===== src/rtl/pwmao_pkg.sv =====
package pwmao_pkg;

  localparam int unsigned BYTE_W = 8;
  localparam int unsigned VAL_W  = 2 * BYTE_W;
  localparam int unsigned ADDR_W = 8;

  typedef logic [ADDR_W-1:0] addr_t;
  typedef logic [VAL_W-1:0]  val_t;

  localparam addr_t A_TMO_HI  = 8'hA1;
  localparam addr_t A_TMO_LO  = 8'hA2;
  localparam addr_t A_ENABLE  = 8'hA3;
  localparam addr_t A_PER_LO  = 8'hA4;
  localparam addr_t A_PER_HI  = 8'hA5;
  localparam addr_t A_HIGH_LO = 8'hA6;
  localparam addr_t A_HIGH_HI = 8'hA7;

  localparam int unsigned N_PAIRS   = 3;
  localparam int unsigned PAIR_PER  = 0;
  localparam int unsigned PAIR_HIGH = 1;
  localparam int unsigned PAIR_TMO  = 2;

  function automatic addr_t pair_hi_addr(int unsigned idx);
    case (idx)
      PAIR_PER:  return A_PER_HI;
      PAIR_HIGH: return A_HIGH_HI;
      default:   return A_TMO_HI;
    endcase
  endfunction

  function automatic addr_t pair_lo_addr(int unsigned idx);
    case (idx)
      PAIR_PER:  return A_PER_LO;
      PAIR_HIGH: return A_HIGH_LO;
      default:   return A_TMO_LO;
    endcase
  endfunction

  function automatic val_t pair_rst_val(int unsigned idx);
    return (idx == PAIR_TMO) ? '1 : '0;
  endfunction

endpackage


===== src/rtl/pwmao_pair.sv =====
module pwmao_pair
  import pwmao_pkg::*;
#(
  parameter addr_t HI_ADDR = 8'h00,
  parameter addr_t LO_ADDR = 8'h01,
  parameter val_t  RST_VAL = '0
) (
  input  logic              clk,
  input  logic              rst_n,
  input  logic              wr_i,
  input  addr_t             addr_i,
  input  logic [BYTE_W-1:0] data_i,
  output val_t              value_o
);

  logic [BYTE_W-1:0] park_q, park_d;
  val_t              live_q, live_d;
  logic              park_en, live_en;

  always_comb begin
    park_en = wr_i && (addr_i == HI_ADDR);
    live_en = wr_i && (addr_i == LO_ADDR);
    park_d  = data_i;
    live_d  = {park_q, data_i};
  end

  always_ff @(posedge clk or negedge rst_n) begin
    if (!rst_n) begin
      park_q <= RST_VAL[VAL_W-1:BYTE_W];
      live_q <= RST_VAL;
    end else begin
      if (park_en) park_q <= park_d;
      if (live_en) live_q <= live_d;
    end
  end

  assign value_o = live_q;

endmodule


===== src/rtl/pwmao_tick.sv =====
module pwmao_tick #(
  parameter int unsigned CLK_PER_TICK = 1
) (
  input  logic clk,
  input  logic rst_n,
  output logic tick_o
);

  localparam int unsigned PRE_W = (CLK_PER_TICK > 1) ? $clog2(CLK_PER_TICK) : 1;
  localparam logic [PRE_W-1:0] LAST = PRE_W'(CLK_PER_TICK - 1);

  logic [PRE_W-1:0] pre_q, pre_d;

  always_comb begin
    tick_o = (pre_q == LAST);
    pre_d  = tick_o ? '0 : pre_q + 1'b1;
  end

  always_ff @(posedge clk or negedge rst_n) begin
    if (!rst_n) pre_q <= '0;
    else        pre_q <= pre_d;
  end

endmodule


===== src/rtl/pwmao_ctrl.sv =====
module pwmao_ctrl
  import pwmao_pkg::*;
#(
  parameter int unsigned TICKS_PER_MS = 8000
) (
  input  logic clk,
  input  logic rst_n,
  input  logic tick_i,
  input  logic en_wr_i,
  input  logic en_bit_i,
  input  logic load_i,
  input  val_t load_val_i,
  output logic en_o
);

  localparam int unsigned MS_W = (TICKS_PER_MS > 1) ? $clog2(TICKS_PER_MS) : 1;
  localparam logic [MS_W-1:0] MS_LAST = MS_W'(TICKS_PER_MS - 1);

  logic            en_q, en_d;
  val_t            left_q, left_d;
  logic [MS_W-1:0] ms_q, ms_d;
  logic            armed, at_zero, expire, step;

  always_comb begin
    armed   = (left_q != '1);
    at_zero = (left_q == '0);
    expire  = en_q && armed && at_zero;
    step    = en_q && armed && !at_zero && tick_i;

    if (en_wr_i)     en_d = en_bit_i && !(armed && at_zero);
    else if (expire) en_d = 1'b0;
    else             en_d = en_q;

    left_d = left_q;
    ms_d   = ms_q;
    if (load_i) begin
      left_d = load_val_i;
      ms_d   = '0;
    end else if (!en_q) begin
      ms_d   = '0;
    end else if (step) begin
      if (ms_q == MS_LAST) begin
        ms_d   = '0;
        left_d = left_q - 1'b1;
      end else begin
        ms_d   = ms_q + 1'b1;
      end
    end
  end

  always_ff @(posedge clk or negedge rst_n) begin
    if (!rst_n) begin
      en_q   <= 1'b0;
      left_q <= '1;
      ms_q   <= '0;
    end else begin
      en_q   <= en_d;
      left_q <= left_d;
      ms_q   <= ms_d;
    end
  end

  assign en_o = en_q;

endmodule


===== src/rtl/pwmao_wave.sv =====
module pwmao_wave
  import pwmao_pkg::*;
(
  input  logic clk,
  input  logic rst_n,
  input  logic tick_i,
  input  logic en_i,
  input  val_t period_i,
  input  val_t high_i,
  output logic pwm_o
);

  val_t cnt_q, cnt_d;
  logic out_q, out_d;
  logic at_end;

  always_comb begin
    at_end = (cnt_q == period_i - 1'b1);
    if (!en_i)                  cnt_d = '0;
    else if (cnt_q >= period_i) cnt_d = '0;
    else if (tick_i)            cnt_d = at_end ? '0 : cnt_q + 1'b1;
    else                        cnt_d = cnt_q;

    out_d = en_i && (period_i != '0) && (cnt_q < period_i) && (cnt_q < high_i);
  end

  always_ff @(posedge clk or negedge rst_n) begin
    if (!rst_n) begin
      cnt_q <= '0;
      out_q <= 1'b0;
    end else begin
      cnt_q <= cnt_d;
      out_q <= out_d;
    end
  end

  assign pwm_o = out_q;

endmodule


===== src/rtl/pwmao_top.sv =====
module pwmao_top
  import pwmao_pkg::*;
#(
  parameter int unsigned CLK_PER_TICK = 1,
  parameter int unsigned TICKS_PER_MS = 8000
) (
  input  logic              clk,
  input  logic              rst_n,
  input  logic              wr_i,
  input  logic [ADDR_W-1:0] addr_i,
  input  logic [BYTE_W-1:0] data_i,
  output logic              pwm_o
);

  logic [1:0] rst_pipe;
  logic       rst_l;

  always_ff @(posedge clk or negedge rst_n) begin
    if (!rst_n) rst_pipe <= '0;
    else        rst_pipe <= {rst_pipe[0], 1'b1};
  end
  assign rst_l = rst_pipe[1];

  val_t pair_val [N_PAIRS];

  for (genvar g = 0; g < N_PAIRS; g++) begin : g_pair
    pwmao_pair #(
      .HI_ADDR (pair_hi_addr(g)),
      .LO_ADDR (pair_lo_addr(g)),
      .RST_VAL (pair_rst_val(g))
    ) u_pair (
      .clk     (clk),
      .rst_n   (rst_l),
      .wr_i    (wr_i),
      .addr_i  (addr_i),
      .data_i  (data_i),
      .value_o (pair_val[g])
    );
  end

  val_t period, high;
  logic en_wr, en, tick;
  logic tmo_load_q, tmo_load_d;

  always_comb begin
    period     = pair_val[PAIR_PER];
    high       = pair_val[PAIR_HIGH];
    en_wr      = wr_i && (addr_i == A_ENABLE);
    tmo_load_d = wr_i && (addr_i == A_TMO_LO);
  end

  always_ff @(posedge clk or negedge rst_l) begin
    if (!rst_l) tmo_load_q <= 1'b0;
    else        tmo_load_q <= tmo_load_d;
  end

  pwmao_tick #(.CLK_PER_TICK(CLK_PER_TICK)) u_tick (
    .clk    (clk),
    .rst_n  (rst_l),
    .tick_o (tick)
  );

  pwmao_ctrl #(.TICKS_PER_MS(TICKS_PER_MS)) u_ctrl (
    .clk        (clk),
    .rst_n      (rst_l),
    .tick_i     (tick),
    .en_wr_i    (en_wr),
    .en_bit_i   (data_i[0]),
    .load_i     (tmo_load_q),
    .load_val_i (pair_val[PAIR_TMO]),
    .en_o       (en)
  );

  pwmao_wave u_wave (
    .clk      (clk),
    .rst_n    (rst_l),
    .tick_i   (tick),
    .en_i     (en),
    .period_i (period),
    .high_i   (high),
    .pwm_o    (pwm_o)
  );

endmodule


===== config.mk =====
export PLATFORM = sky130hd
export DESIGN_NAME = pwmao_top
export DESIGN_NICKNAME = d
export VERILOG_FILES = /design/src/rtl/pwmao_pkg.sv /design/src/rtl/pwmao_pair.sv /design/src/rtl/pwmao_tick.sv /design/src/rtl/pwmao_ctrl.sv /design/src/rtl/pwmao_wave.sv /design/src/rtl/pwmao_top.sv
export SDC_FILE = /design/constraint.sdc
export NUM_CORES = 1
export LEC_CHECK = 0
export BUFFER_PORTS_ARGS = -buffer_cell sky130_fd_sc_hd__buf_4
export CAP_MARGIN = 20
export CORE_MARGIN = 4
export CORE_UTILIZATION = 45
export CTS_CLUSTER_DIAMETER = 30
export CTS_CLUSTER_SIZE = 40
export DETAILED_ROUTE_END_ITERATION = 6
export SLEW_MARGIN = 20
export SYNTH_ARGS = -nofsm -noshare
export SYNTH_HDL_FRONTEND = slang
export SYNTH_SLANG_ARGS = --single-unit

===== constraint.sdc =====
create_clock -name clk -period 5.29 [get_ports clk]
set_input_delay 1.058 -clock clk [delete_from_list [all_inputs] [get_ports clk]]
set_output_delay 1.058 -clock clk [all_outputs]
set_load 0.02 [all_outputs]

# [After elaboration in Yosys (flattened, before gate mapping)]
# Index checks and enable logic that the tools add are counted.
[classes] n_reduce_logical=25 magnitude_cmp=3 mux=15 add_sub_neg=5 bitwise=1 n_eq_ne=12
[ops] op="$mux 16" count=8
[ops] op="$eq 8x8->1 const B" count=7
[ops] op="$mux 13" count=4
[ops] op="$lt 16x16->1" count=2
[ops] op="$sub 16x1->16 const B" count=2
[ops] op="$add 16x1->16 const B" count=1
[ops] op="$eq 16x16->1" count=1
[ops] op="$ge 16x16->1" count=1
[ops] op="$logic_and 1x1->1" count=16
[ops] op="$logic_not 16->1" count=1
[ops] op="$ne 16x16->1 const B" count=1
[ops] op="$reduce_bool 16->1" count=1
[ops] op="$add 13x1->13 const B" count=1
[ops] op="$eq 13x13->1 const B" count=1
[ops] op="$reduce_bool 2->1" count=4
[ops] op="$ne 3x3->1 const B" count=2
[ops] op="$mux 1" count=3
[ops] op="$reduce_and 3->1" count=1
[ops] op="$logic_not 1->1" count=2
[ops] op="$add 1x1->1 const B" count=1
[ops] op="$not 1->1" count=1
[word_totals] ff_bits=123 wordCells=75 out_inout_bits=1 in_bits=19

# [Depth between registers and ports, before layout]
# Gate-level depths: netlist (run 1).
[logic_depth] depth_word=7 mapped_depth=10 mapped_depth_nobuf=8

# [Modules after synthesis]
# A second synthesis (run 1) with hierarchy kept.
[hier_totals] cells_unflattened=648 hier_area_um2=7233.2
[by_module_without_submodules] module="pwmao_wave" cells_per_inst=274 instances=1 seq_area_each_um2=425.4 area_per_inst_um2=2239.6
[by_module_without_submodules] module="pwmao_ctrl" cells_per_inst=202 instances=1 seq_area_each_um2=770.7 area_per_inst_um2=1888.1
[by_module_without_submodules] module="pwmao_pair at g_pair[2].u_pair" cells_per_inst=53 instances=1 seq_area_each_um2=630.6 area_per_inst_um2=1019.7
[by_module_without_submodules] module="pwmao_pair at g_pair[0].u_pair" cells_per_inst=54 instances=1 seq_area_each_um2=600.6 area_per_inst_um2=992.2
[by_module_without_submodules] module="pwmao_pair at g_pair[1].u_pair" cells_per_inst=54 instances=1 seq_area_each_um2=600.6 area_per_inst_um2=967.2
[by_module_without_submodules] module="pwmao_top" cells_per_inst=9 instances=1 seq_area_each_um2=75.1 area_per_inst_um2=115.1
[by_module_without_submodules] module="pwmao_tick" cells_per_inst=2 instances=1 seq_area_each_um2=0.0 area_per_inst_um2=11.3

# [Least setup slack after synthesis (run 1)]
# Ideal clock, no wire load.
[synth_timing] path_kind="input to register" from="input addr_i[3]" to="register g_pair[2].u_pair.live_q[7]" path_buffers=1 path_stages=6 required_time_ps=5208 setup_slack_ps=2748 setup_time_ps=82 arrival_time_ps=2460 cell_sequence="nor2_1 and4b_1 nand2b_1 nor2_1 buf_2 mux2_2"
[synth_between] elab_chain_len=2
[synth_rtl] item="start: declaration" line_no="pwmao_top.sv:10" rtl="input logic [ADDR_W-1:0] addr_i,"
[synth_rtl] item="$eq 8x8->1" line_no="pwmao_pair.sv:22" rtl="live_en = wr_i && (addr_i == LO_ADDR);"
[synth_rtl] item="$logic_and 1x1->1" line_no="pwmao_pair.sv:22"
[synth_rtl] item="via g_pair[2].u_pair.live_en" line_no="pwmao_pair.sv:18" rtl="logic park_en, live_en;"
[synth_rtl] item="end signal: assignment" line_no="pwmao_pair.sv:33" rtl="if (live_en) live_q <= live_d;"
[synth_rtl] item="end: declaration" line_no="pwmao_pair.sv:17" rtl="val_t live_q, live_d;"
# The timed path passes the listed nets, and every way through them passes these cells.
# A chain may end at the register's enable or synchronous reset.

# [Final worst setup path (run 1)]
[layout_timing] from="register u_wave.cnt_q[9]" to="register u_wave.cnt_q[3]"
[layout_between] elab_chain_len=5 elab_cells_between_ends=7 classes_between="order compare (1); eq/ne (2); mux (4)"
[layout_rtl] item="start: declaration" line_no="pwmao_wave.sv:13" rtl="val_t cnt_q, cnt_d;"
[layout_rtl] item="start signal: assignment" line_no="pwmao_wave.sv:32" rtl="cnt_q <= cnt_d;"
[layout_rtl] item="branches (longest 3 deep; another with $ge 16x16->1)"
[layout_rtl] item="$mux 16 *" line_no="pwmao_wave.sv:20" rtl="else if (cnt_q >= period_i) cnt_d = '0;"
[layout_rtl] item="$mux 16 *" line_no="pwmao_wave.sv:19" rtl="if (!en_i) cnt_d = '0;"
[layout_rtl] item="via u_wave.cnt_d[3]" line_no="pwmao_wave.sv:13"
# Mark *: on every way through the listed nets, which the timed path passes. The select of a mux whose other input is x is not followed.

==> results.toml, run 1 <==
[route]
ant_nets = 0
dr_total_vias = 4598
vias_per_cell = 5.57
wl_um = 14300
drc_errors = 0
avgRoutedWirePerCell_um = 17.3
drt_iter0_drc = 331
first_pass_iters = 5

[synth]
yosys.area.top_type = "dfrtp_1"
synth.avg_cell_area_sq_um = 11.2
yosysWarnings = 0
ys.flop_type = "dfrtp_1"
synth_area_leaders = "dfrtp_1 (30%), dfstp_2 (15%), mux2_2 (12%), ha_1 (6.8%), xnor2_1 (4.3%)"
ys_types = 60
ys_seq_area_share_pct = 45.7
ys_ff_latch = 122
synth_most_common_cell = "dfrtp_1"
synth_edf_count = 0
synth.top_cells.by_count = "dfrtp_1 (82), mux2_2 (74), dfstp_2 (40), inv_1 (40), ha_1 (37)"
synth_top_area_share_pct = 30.2
async_reset_ff_share_pct = 100
syn_inst = 605
synthesis.nets = 661
syn_area_sq_um = 6790

[sta]
fin_ws_ns = 2.54
period_needed_ns = 2.75
maxSlewViolCount = 0
tightestPinTransition_ns = 0.972
worst_clock_skew_ns = 0.00653
finalHoldViolCount = 0
rsz0062_at_grt = "no"
setup_viol = 0
setup_tns_ns = 0
fmax_mhz = 363
max_slew_margin_pct = 35.2
fin_crit_sh_pct = 52.1

[placed_design]
dpl.hpwl_um = 10000
place_ws_ns = 2.40
gp_congestion = 0.855
place_area_sq_um = 7090
io_buffers = 19

[layout]
antenna_cells = 0
syn2layout_area_growth_pct = 13.5
final_layout_size_suffix_gt1_share_pct = 31.0
layout.nets = 684
fin_area_sq_um = 7700

[clock_network]
cts_tree = "done"
cts_setup_buffers = 0
cts_resized = 0
numCtsBuffers = 17
path_clk_slew_ns = 0.06
cts.sinks = 122
cts_root_buf = "clkbuf_16"
htree_levels = 4
clk_latency_ns = 0.41
hold_buffers = 0
clockBufferDepth = 2

[global_routing]
grt_max_degree = 63
grt_pass1_wl_um = 23900
gr-total-overflow = 0
grt_pass1_vias = 4570
antenna_found_initial = 0
grt.total_usage_pct = 18.2

[worst_hold_path]
hold_path_depth = 0
hp-class = "flop to flop"

[floorplan]
dieArea_sq_um = 17100
core-area_sq_um = 14600
rows = 44
die_w_um = 131
io_pins = 20
initial_core_util_pct = 46.4
die_h_um = 131

[critical_path]
startpoint = "u_wave.cnt_q[9]$_DFF_PN0_"
crit_top_cell = "a21o_1"
cp_cell_sequence = "ha_1 -> a21o_1 -> a21o_1 -> a2111oi_2 -> o21ai_1 -> or3_1 -> a211oi_1"
path_class = "flop to flop"
critPathTopFamily = "compound AO/OA/AOI/OAI gates"
r2r_start = "u_wave.cnt_q[9]$_DFF_PN0_"
end_kind = "flop"
reg2regPathDepth = 7
cp-start-kind = "flop"
r2r_slack_ns = 2.54
cp.depth = 7
path_buf_inv = 0
max_stage_delay_ns = 0.71
r2r_end = "u_wave.cnt_q[3]$_DFF_PN0_"
cpMaxStageDelayCell = "or3_1"
required_ns = 5.60
worstSetupEndpoint = "u_wave.cnt_q[3]$_DFF_PN0_"
crit_path_max_fanout = 16
arrival_ns = 3.07

[job]
drv_cap = 0

[power_and_ir_drop]
p_leak_uw = 0.00332
finalPower_uw = 2300
peakVddDrop_mv = 0.218
cellPowerDensity_nw_per_um2 = 299

[outcome]
status = "finished, final reports clean"
## flip-flops by register name, indices dropped and copies added (netlist names)
| name | count |
|---|---|
| g_pair.u_pair.value_o | 48 |
| g_pair.u_pair.park_q | 24 |
| u_ctrl.left_q | 16 |
| u_wave.cnt_q | 16 |
| u_ctrl.ms_q | 13 |
| rst_pipe | 2 |
| tmo_load_q | 1 |
| u_ctrl.en_o | 1 |
| u_wave.pwm_o | 1 |
## where the power goes
group | switching [uW] | internal, uW | total, uW
combinational | 90.8 | 67.8 | 159
clock | 436 | 720 | 1160
sequential | 24.4 | 962 | 987
## per-stage QoR
| step | hold slack (ns) | utilization [%] | std cells |
|---|---|---|---|
| 2_1_floorplan | 0.331 | - | 605 |
| 3_3_place_gp | 0.339 | 48.4 | 792 |
| 3_5_place_dp | 0.341 | 48.4 | 792 |
| 4_1_cts | 0.365 | 52.5 | 824 |
| 5_1_grt | 0.371 | 52.6 | 825 |
| 6_report | 0.359 | 52.6 | 825 |
## kinds of logic (layout without fill, tap and decap cells)
logic type,after synthesis,in the layout,synth area share (%)
and+or+nand+nor,158,158,13.2
adders and majority gates,37,37,6.82
xor gates and xnor gates,59,59,7.61
AOI/OAI and AO/OA,91,91,10.2
muxes,76,76,12.6
other,1,1,0.0552
DFF,122,122,45.7
buffers and inverters,61,97,3.81
## final cells by class
type / instances / area (sq um)
clock buffers: 19 / 453
clock inverters: 13 / 143
fillers: 1324 / 6940
inverters: 40 / 150
multi-input cells: 422 / 3430
flip-flops and latches: 122 / 3110
well taps: 184 / 230
repair buffers: 25 / 194
## routing by layer
metal / share of wire (%) / vias up / global-route usage [%] / wire length [um]
met3: 2.7 / 16 / 4.15 / 390
met4: 1.5 / 0 / 6.29 / 214
met5: 0 / - / 0 / 0
met1: 50 / 2299 / 25.9 / 7080
li1: - / 2215 / - / -
met2: 46 / 68 / 27.3 / 6590
## worst min path at each step
stage	from	to	slack, ns
after floorplan	rst_pipe[0]$_DFF_PN0_	rst_pipe[1]$_DFF_PN0_	0.33
after global placement	rst_pipe[0]$_DFF_PN0_	rst_pipe[1]$_DFF_PN0_	0.34
after detailed placement	rst_pipe[0]$_DFF_PN0_	rst_pipe[1]$_DFF_PN0_	0.34
after CTS	rst_pipe[0]$_DFF_PN0_	rst_pipe[1]$_DFF_PN0_	0.37
after global routing	rst_pipe[0]$_DFF_PN0_	rst_pipe[1]$_DFF_PN0_	0.37
final	rst_pipe[0]$_DFF_PN0_	rst_pipe[1]$_DFF_PN0_	0.36
## worst reg2reg max path, cell delays in order, from the launching register on
cell and delay, ns:
dfrtp_1 0.46, ha_1 0.34, a21o_1 0.16, a21o_1 0.18, a2111oi_2 0.34, o21ai_1 0.17
or3_1 0.71, a211oi_1 0.30
## layout by cell type, fill, tap and decap left out, types with 4 or more instances in the layout
master / count
a21o_1: 12
nand4b_1: 4
o21ai_0: 18
ha_1: 37
xor2_1: 26
xnor2_1: 33
dfrtp_1: 81
mux2_2: 74
nand2_1: 31
a211oi_1: 12
nand3_1: 19
a21oi_1: 12
dfstp_2: 40
clkbuf_16: 17
nand4_1: 22
a211oi_2: 10
inv_1: 40
o211ai_1: 5
buf_4: 24
nand2b_1: 5
clkinv_4: 4
nor2_1: 30
nor3_1: 10
Note: power is estimated with default switching activity, not from simulation.
==> run 2, diff against run 1 <==
==> constraint.sdc (replaced) <==
create_clock -name clk -period 2.8 [get_ports clk]
set_input_delay 0.56 -clock clk [delete_from_list [all_inputs] [get_ports clk]]
set_output_delay 0.56 -clock clk [all_outputs]
set_load 0.02 [all_outputs]
==> run 2 against run 1 <==
Fmax grew 10%. Critical path depth rose by 1. Die area is the same. Clock-buffer cell count is 1 lower. Power up 83%. Core utilization up 0.38 points. First-iteration DRC count decreased by 4.8%. Design area rose by 0.73%. Cell count is 1.5% higher. Clock skew is 0.00074 ns higher. Register-to-register slack lost 2.2 ns. Critical path type unchanged.
==> results.toml, run 2 (synthesis results as in run 1) <==
[global_routing]
antenna_found_initial = 0
grt_pass1_wl_um = 24300
gr-total-overflow = 0
grt_max_degree = 57
grt.total_usage_pct = 18.4
grt_pass1_vias = 4661

[placed_design]
gp_congestion = 0.844
io_buffers = 19
dpl.hpwl_um = 10400
place_ws_ns = 0.309

[sta]
fin_crit_sh_pct = 89.1
fmax_mhz = 401
max_slew_margin_pct = 43.9
worst_clock_skew_ns = 0.00727
maxSlewViolCount = 0
rsz0062_at_grt = "no"
setup_viol = 0
period_needed_ns = 2.49
fin_ws_ns = 0.306
tightestPinTransition_ns = 0.835
finalHoldViolCount = 0
setup_tns_ns = 0

[layout]
layout_commonest_cell = "dfrtp_1"
mostFrequentLayoutCells = "dfrtp_1 (81), mux2_2 (74), inv_1 (40), dfstp_2 (40), ha_1 (37)"
final_layout_size_suffix_gt1_share_pct = 32.0
largest_reg_flops = 48
layout.nets = 696
antenna_cells = 0
syn2layout_area_growth_pct = 14.3

[critical_path]
cpMaxStageDelayCell = "dfrtp_1"
required_ns = 3.11
end_kind = "flop"
cp-start-kind = "flop"
cp_cell_sequence = "ha_1 -> a21o_1 -> a21o_1 -> a2111oi_2 -> o21ai_1 -> or3_1 -> buf_4 -> a211oi_1"
max_stage_delay_ns = 0.44
path_class = "flop to flop"
crit_top_cell = "a21o_1"
crit_path_max_fanout = 16
arrival_ns = 2.81

[power_and_ir_drop]
cellPowerDensity_nw_per_um2 = 541
finalPower_uw = 4200
peakVddDrop_mv = 0.489
p_leak_uw = 0.00336

[route]
drt_iter0_drc = 315
drc_errors = 0
ant_nets = 0
first_pass_iters = 4
dr_total_vias = 4685
avgRoutedWirePerCell_um = 17.3
wl_um = 14500
vias_per_cell = 5.60

[clock_network]
cts_setup_buffers = 0
htree_levels = 4
clk_latency_ns = 0.41
clockBufferDepth = 2
cts.sinks = 122
cts_root_buf = "clkbuf_16"
path_clk_slew_ns = 0.06
numCtsBuffers = 17
cts_tree = "done"

[worst_hold_path]
hp-class = "flop to flop"

[floorplan]
initial_core_util_pct = 46.4
die_h_um = 131
core-area_sq_um = 14600
dieArea_sq_um = 17100
rows = 44
die_w_um = 131
io_pins = 20

[outcome]
status = "finished, final reports clean"

[job]
drv_cap = 0
## run 2: final cells by class
cell class	count	area [sq um]
Inverter	40	150
Timing Repair Buffer	37	293
Fill cell	1283	6880
Clock inverter	14	124
Tap cell	184	230
Clock buffer	18	429
Sequential cell	122	3110
Multi-Input combinational cell	422	3430
## run 2: metrics by stage
| step | instances | util (%) | area [sq um] | hold WS [ns] |
|---|---|---|---|---|
| after detailed placement | 804 | 49.1 | 7200 | 0.340 |
| after CTS | 837 | 53.0 | 7760 | 0.354 |
| after global routing | 837 | 53.0 | 7760 | 0.369 |
| after floorplan | 605 | - | 6790 | 0.264 |
| after global placement | 804 | 49.1 | 7200 | 0.338 |
| final | 837 | 53.0 | 7760 | 0.351 |
## run 2: final timing paths
check                                                           end                      start  cells after the start  slack, ns
setup reg to reg                          u_wave.cnt_q[4]$_DFF_PN0_  u_wave.cnt_q[9]$_DFF_PN0_                      8       0.31
hold reg to reg                               rst_pipe[1]$_DFF_PN0_      rst_pipe[0]$_DFF_PN0_                      0       0.35
max in group asynchronous  g_pair[2].u_pair.value_o[12]$_DFFE_PN1P_      rst_pipe[1]$_DFF_PN0_                      1       1.57
hold / removal                                rst_pipe[1]$_DFF_PN0_      rst_pipe[0]$_DFF_PN0_                      0       0.35
setup / recovery                          u_wave.cnt_q[4]$_DFF_PN0_  u_wave.cnt_q[9]$_DFF_PN0_                      8       0.31
min in group asynchronous    g_pair[1].u_pair.park_q[4]$_DFFE_PN0P_      rst_pipe[1]$_DFF_PN0_                      0       0.41
## run 2: metal layers
layer	vias up	routed length [um]	track usage, %
li1	2243	-	-
met2	86	6570	27.6
met1	2337	7110	26.6
met3	19	635	3.66
met4	0	167	6.29
met5	-	0	0
## run 2: worst max-delay path, delay by kind of cell (launching register included)
family,cells,cell delay (ns)
buffers and inverters,1,0.22
flip-flops,1,0.44
AO/OA/AOI/OAI,5,1.04
adder cells (fa/ha/maj),1,0.33
AND/OR/NAND/NOR,1,0.37
## run 2: what timing repair did
action | in CTS | in global routing
resized for setup | 0 | 0
hold buffers | 1 | 0
endpoints found under the hold margin | 2 | 0
## run 2: power breakdown
| group | switching, uW | leakage, uW | total [uW] | internal [uW] |
|---|---|---|---|---|
| Sequential | 45.6 | 0.00155 | 1860 | 1820 |
| Clock | 813 | 0.000262 | 2030 | 1220 |
| Combinational | 173 | 0.00155 | 306 | 133 |
==> run 3, diff against run 2 <==
--- a/config.mk
+++ b/config.mk
@@ -5,13 +5,14 @@
 export SDC_FILE = /design/constraint.sdc
 export NUM_CORES = 1
 export LEC_CHECK = 0
-export BUFFER_PORTS_ARGS = -buffer_cell sky130_fd_sc_hd__buf_4
 export CAP_MARGIN = 20
 export CORE_MARGIN = 4
 export CORE_UTILIZATION = 45
 export CTS_CLUSTER_DIAMETER = 30
 export CTS_CLUSTER_SIZE = 40
 export DETAILED_ROUTE_END_ITERATION = 6
+export DONT_BUFFER_PORTS = 1
+export PLACE_DENSITY = 0.65
 export SLEW_MARGIN = 20
 export SYNTH_ARGS = -nofsm -noshare
 export SYNTH_HDL_FRONTEND = slang
==> run 3 against run 2 <==
Non-clock buffer count down 19. Design area down 1.1%. Global-route usage is 0.39 points lower. Critical endpoint is now u_wave.cnt_q[3]$_DFF_PN0_. Combinational power shrank 14%. Register-to-register slack gained 0.03 ns. First-iteration DRC count shrank 9.2%. Clock power grew 10%. Clock skew decreased by 0.0014 ns. Via count is 1.6% lower.
==> results.toml, run 3 (synthesis results as in run 1) <==
[outcome]
status = "finished, final reports clean"

[power_and_ir_drop]
p_leak_uw = 0.00329
internal-power_uw = 3400
combPwrFrac_pct = 6.0
peakVddDrop_mv = 0.466
seqPwrFrac_pct = 42.7
cellPowerDensity_nw_per_um2 = 569
p_clk_share_pct = 51.2
p_switching_uw = 972
swShare_pct = 22.2

[layout]
layout.nets = 677
layout_commonest_cell = "dfrtp_1"
antenna_cells = 0
mostFrequentLayoutCells = "dfrtp_1 (81), mux2_2 (74), inv_1 (40), dfstp_2 (40), ha_1 (37)"
final_layout_size_suffix_gt1_share_pct = 29.9
syn2layout_area_growth_pct = 13.1
largest_reg_flops = 48

[sta]
max_slew_margin_pct = 38.7
fin_hold_ws_ns = 0.292
fin_crit_sh_pct = 88.2
period_needed_ns = 2.47
fmax_mhz = 405
setup_viol = 0
finalHoldViolCount = 0
maxSlewViolCount = 0
tightestPinTransition_ns = 0.919
worst_clock_skew_ns = 0.00585
rsz0062_at_grt = "no"
setup_tns_ns = 0

[critical_path]
r2r_slack_ns = 0.33
required_ns = 3.11
arrival_ns = 2.78
cpMaxStageDelayCell = "dfrtp_1"
max_stage_delay_ns = 0.40
cp-start-kind = "flop"
end_kind = "flop"
critPathTopFamily = "compound AO/OA/AOI/OAI gates"
crit_top_cell = "a21o_1"
path_buf_inv = 2
crit_path_max_fanout = 16
path_class = "flop to flop"
cp_cell_sequence = "inv_1 -> ha_1 -> a21o_1 -> a21o_1 -> a2111oi_2 -> o21ai_1 -> or3_1 -> buf_4 -> a211oi_1"

[clock_network]
cts_resized = 0
cts_tree = "done"
cts_root_buf = "clkbuf_16"
numCtsBuffers = 17
cts_setup_buffers = 0
cts.sinks = 122
hold_buffers = 1
htree_levels = 4
path_clk_slew_ns = 0.06
clockBufferDepth = 2
clk_latency_ns = 0.42

[global_routing]
gr-total-overflow = 0
grt_pass1_wl_um = 23800
grt.total_usage_pct = 18.0
grt_max_degree = 72
antenna_found_initial = 0
grt_pass1_vias = 4665

[floorplan]
die_h_um = 131
die_w_um = 131
io_pins = 20
core-area_sq_um = 14600
initial_core_util_pct = 46.4
rows = 44
dieArea_sq_um = 17100

[placed_design]
dpl.hpwl_um = 10300
gp_congestion = 0.829
io_buffers = 0

[job]
drv_cap = 0

[route]
drc_errors = 0
first_pass_iters = 5
ant_nets = 0
avgRoutedWirePerCell_um = 17.5
drt_iter0_drc = 286
vias_per_cell = 5.64
dr_total_vias = 4608
wl_um = 14300

[worst_hold_path]
hp-class = "primary input to flop"
[run 3: area by class of cell]
cell class | instances | area [sq um]
Fill cell | 1236 | 6970
Multi-Input combinational cell | 422 | 3430
Sequential cell | 122 | 3110
Clock buffer | 21 | 470
Tap cell | 184 | 230
Timing Repair Buffer | 18 | 150
Inverter | 40 | 150
Clock inverter | 10 | 143
[run 3: per-stage QoR]
stage	setup slack, ns	util, %	area, sq um	cells	power, uW
2_1_floorplan	0.449	-	6790	605	2090
3_3_place_gp	0.403	48.2	7050	785	2150
3_5_place_dp	0.360	48.2	7050	785	2160
4_1_cts	0.345	52.4	7680	817	4420
5_1_grt	0.169	52.4	7680	817	4550
6_report	0.331	52.4	7680	817	4370
[run 3: path summary, 6_finish.rpt]
| check | start | end | cells past startpoint |
|---|---|---|---|
| worst max-delay path | g_pair[0].u_pair.value_o[9]$_DFFE_PN0P_ | u_wave.cnt_q[3]$_DFF_PN0_ | 9 |
| worst min-delay path | data_i[7] | g_pair[2].u_pair.value_o[7]$_DFFE_PN1P_ | 1 |
| worst max register to register | g_pair[0].u_pair.value_o[9]$_DFFE_PN0P_ | u_wave.cnt_q[3]$_DFF_PN0_ | 9 |
| worst min register to register | rst_pipe[0]$_DFF_PN0_ | rst_pipe[1]$_DFF_PN0_ | 0 |
| max in group asynchronous | rst_pipe[1]$_DFF_PN0_ | g_pair[0].u_pair.value_o[1]$_DFFE_PN0P_ | 1 |
| min in group asynchronous | rst_n | rst_pipe[0]$_DFF_PN0_ | 1 |
[run 3: metal layers]
layer  GRT usage (%)  share of wire, %  up-vias
met5               0                 0        -
met4            5.57               1.4        0
met3            5.08               4.1       17
met2            28.0                47       75
met1            24.5                48     2315
li1                -                 -     2201
[run 3: power by group through the flow]
stage               combinational (uW)  sequential (uW)  clock (uW)
floorplan                          199             1890           0
global placement                   256             1900           0
detailed placement                 262             1900           0
CTS                                265             1870        2290
global route                       295             1880        2380
finish                             264             1870        2240
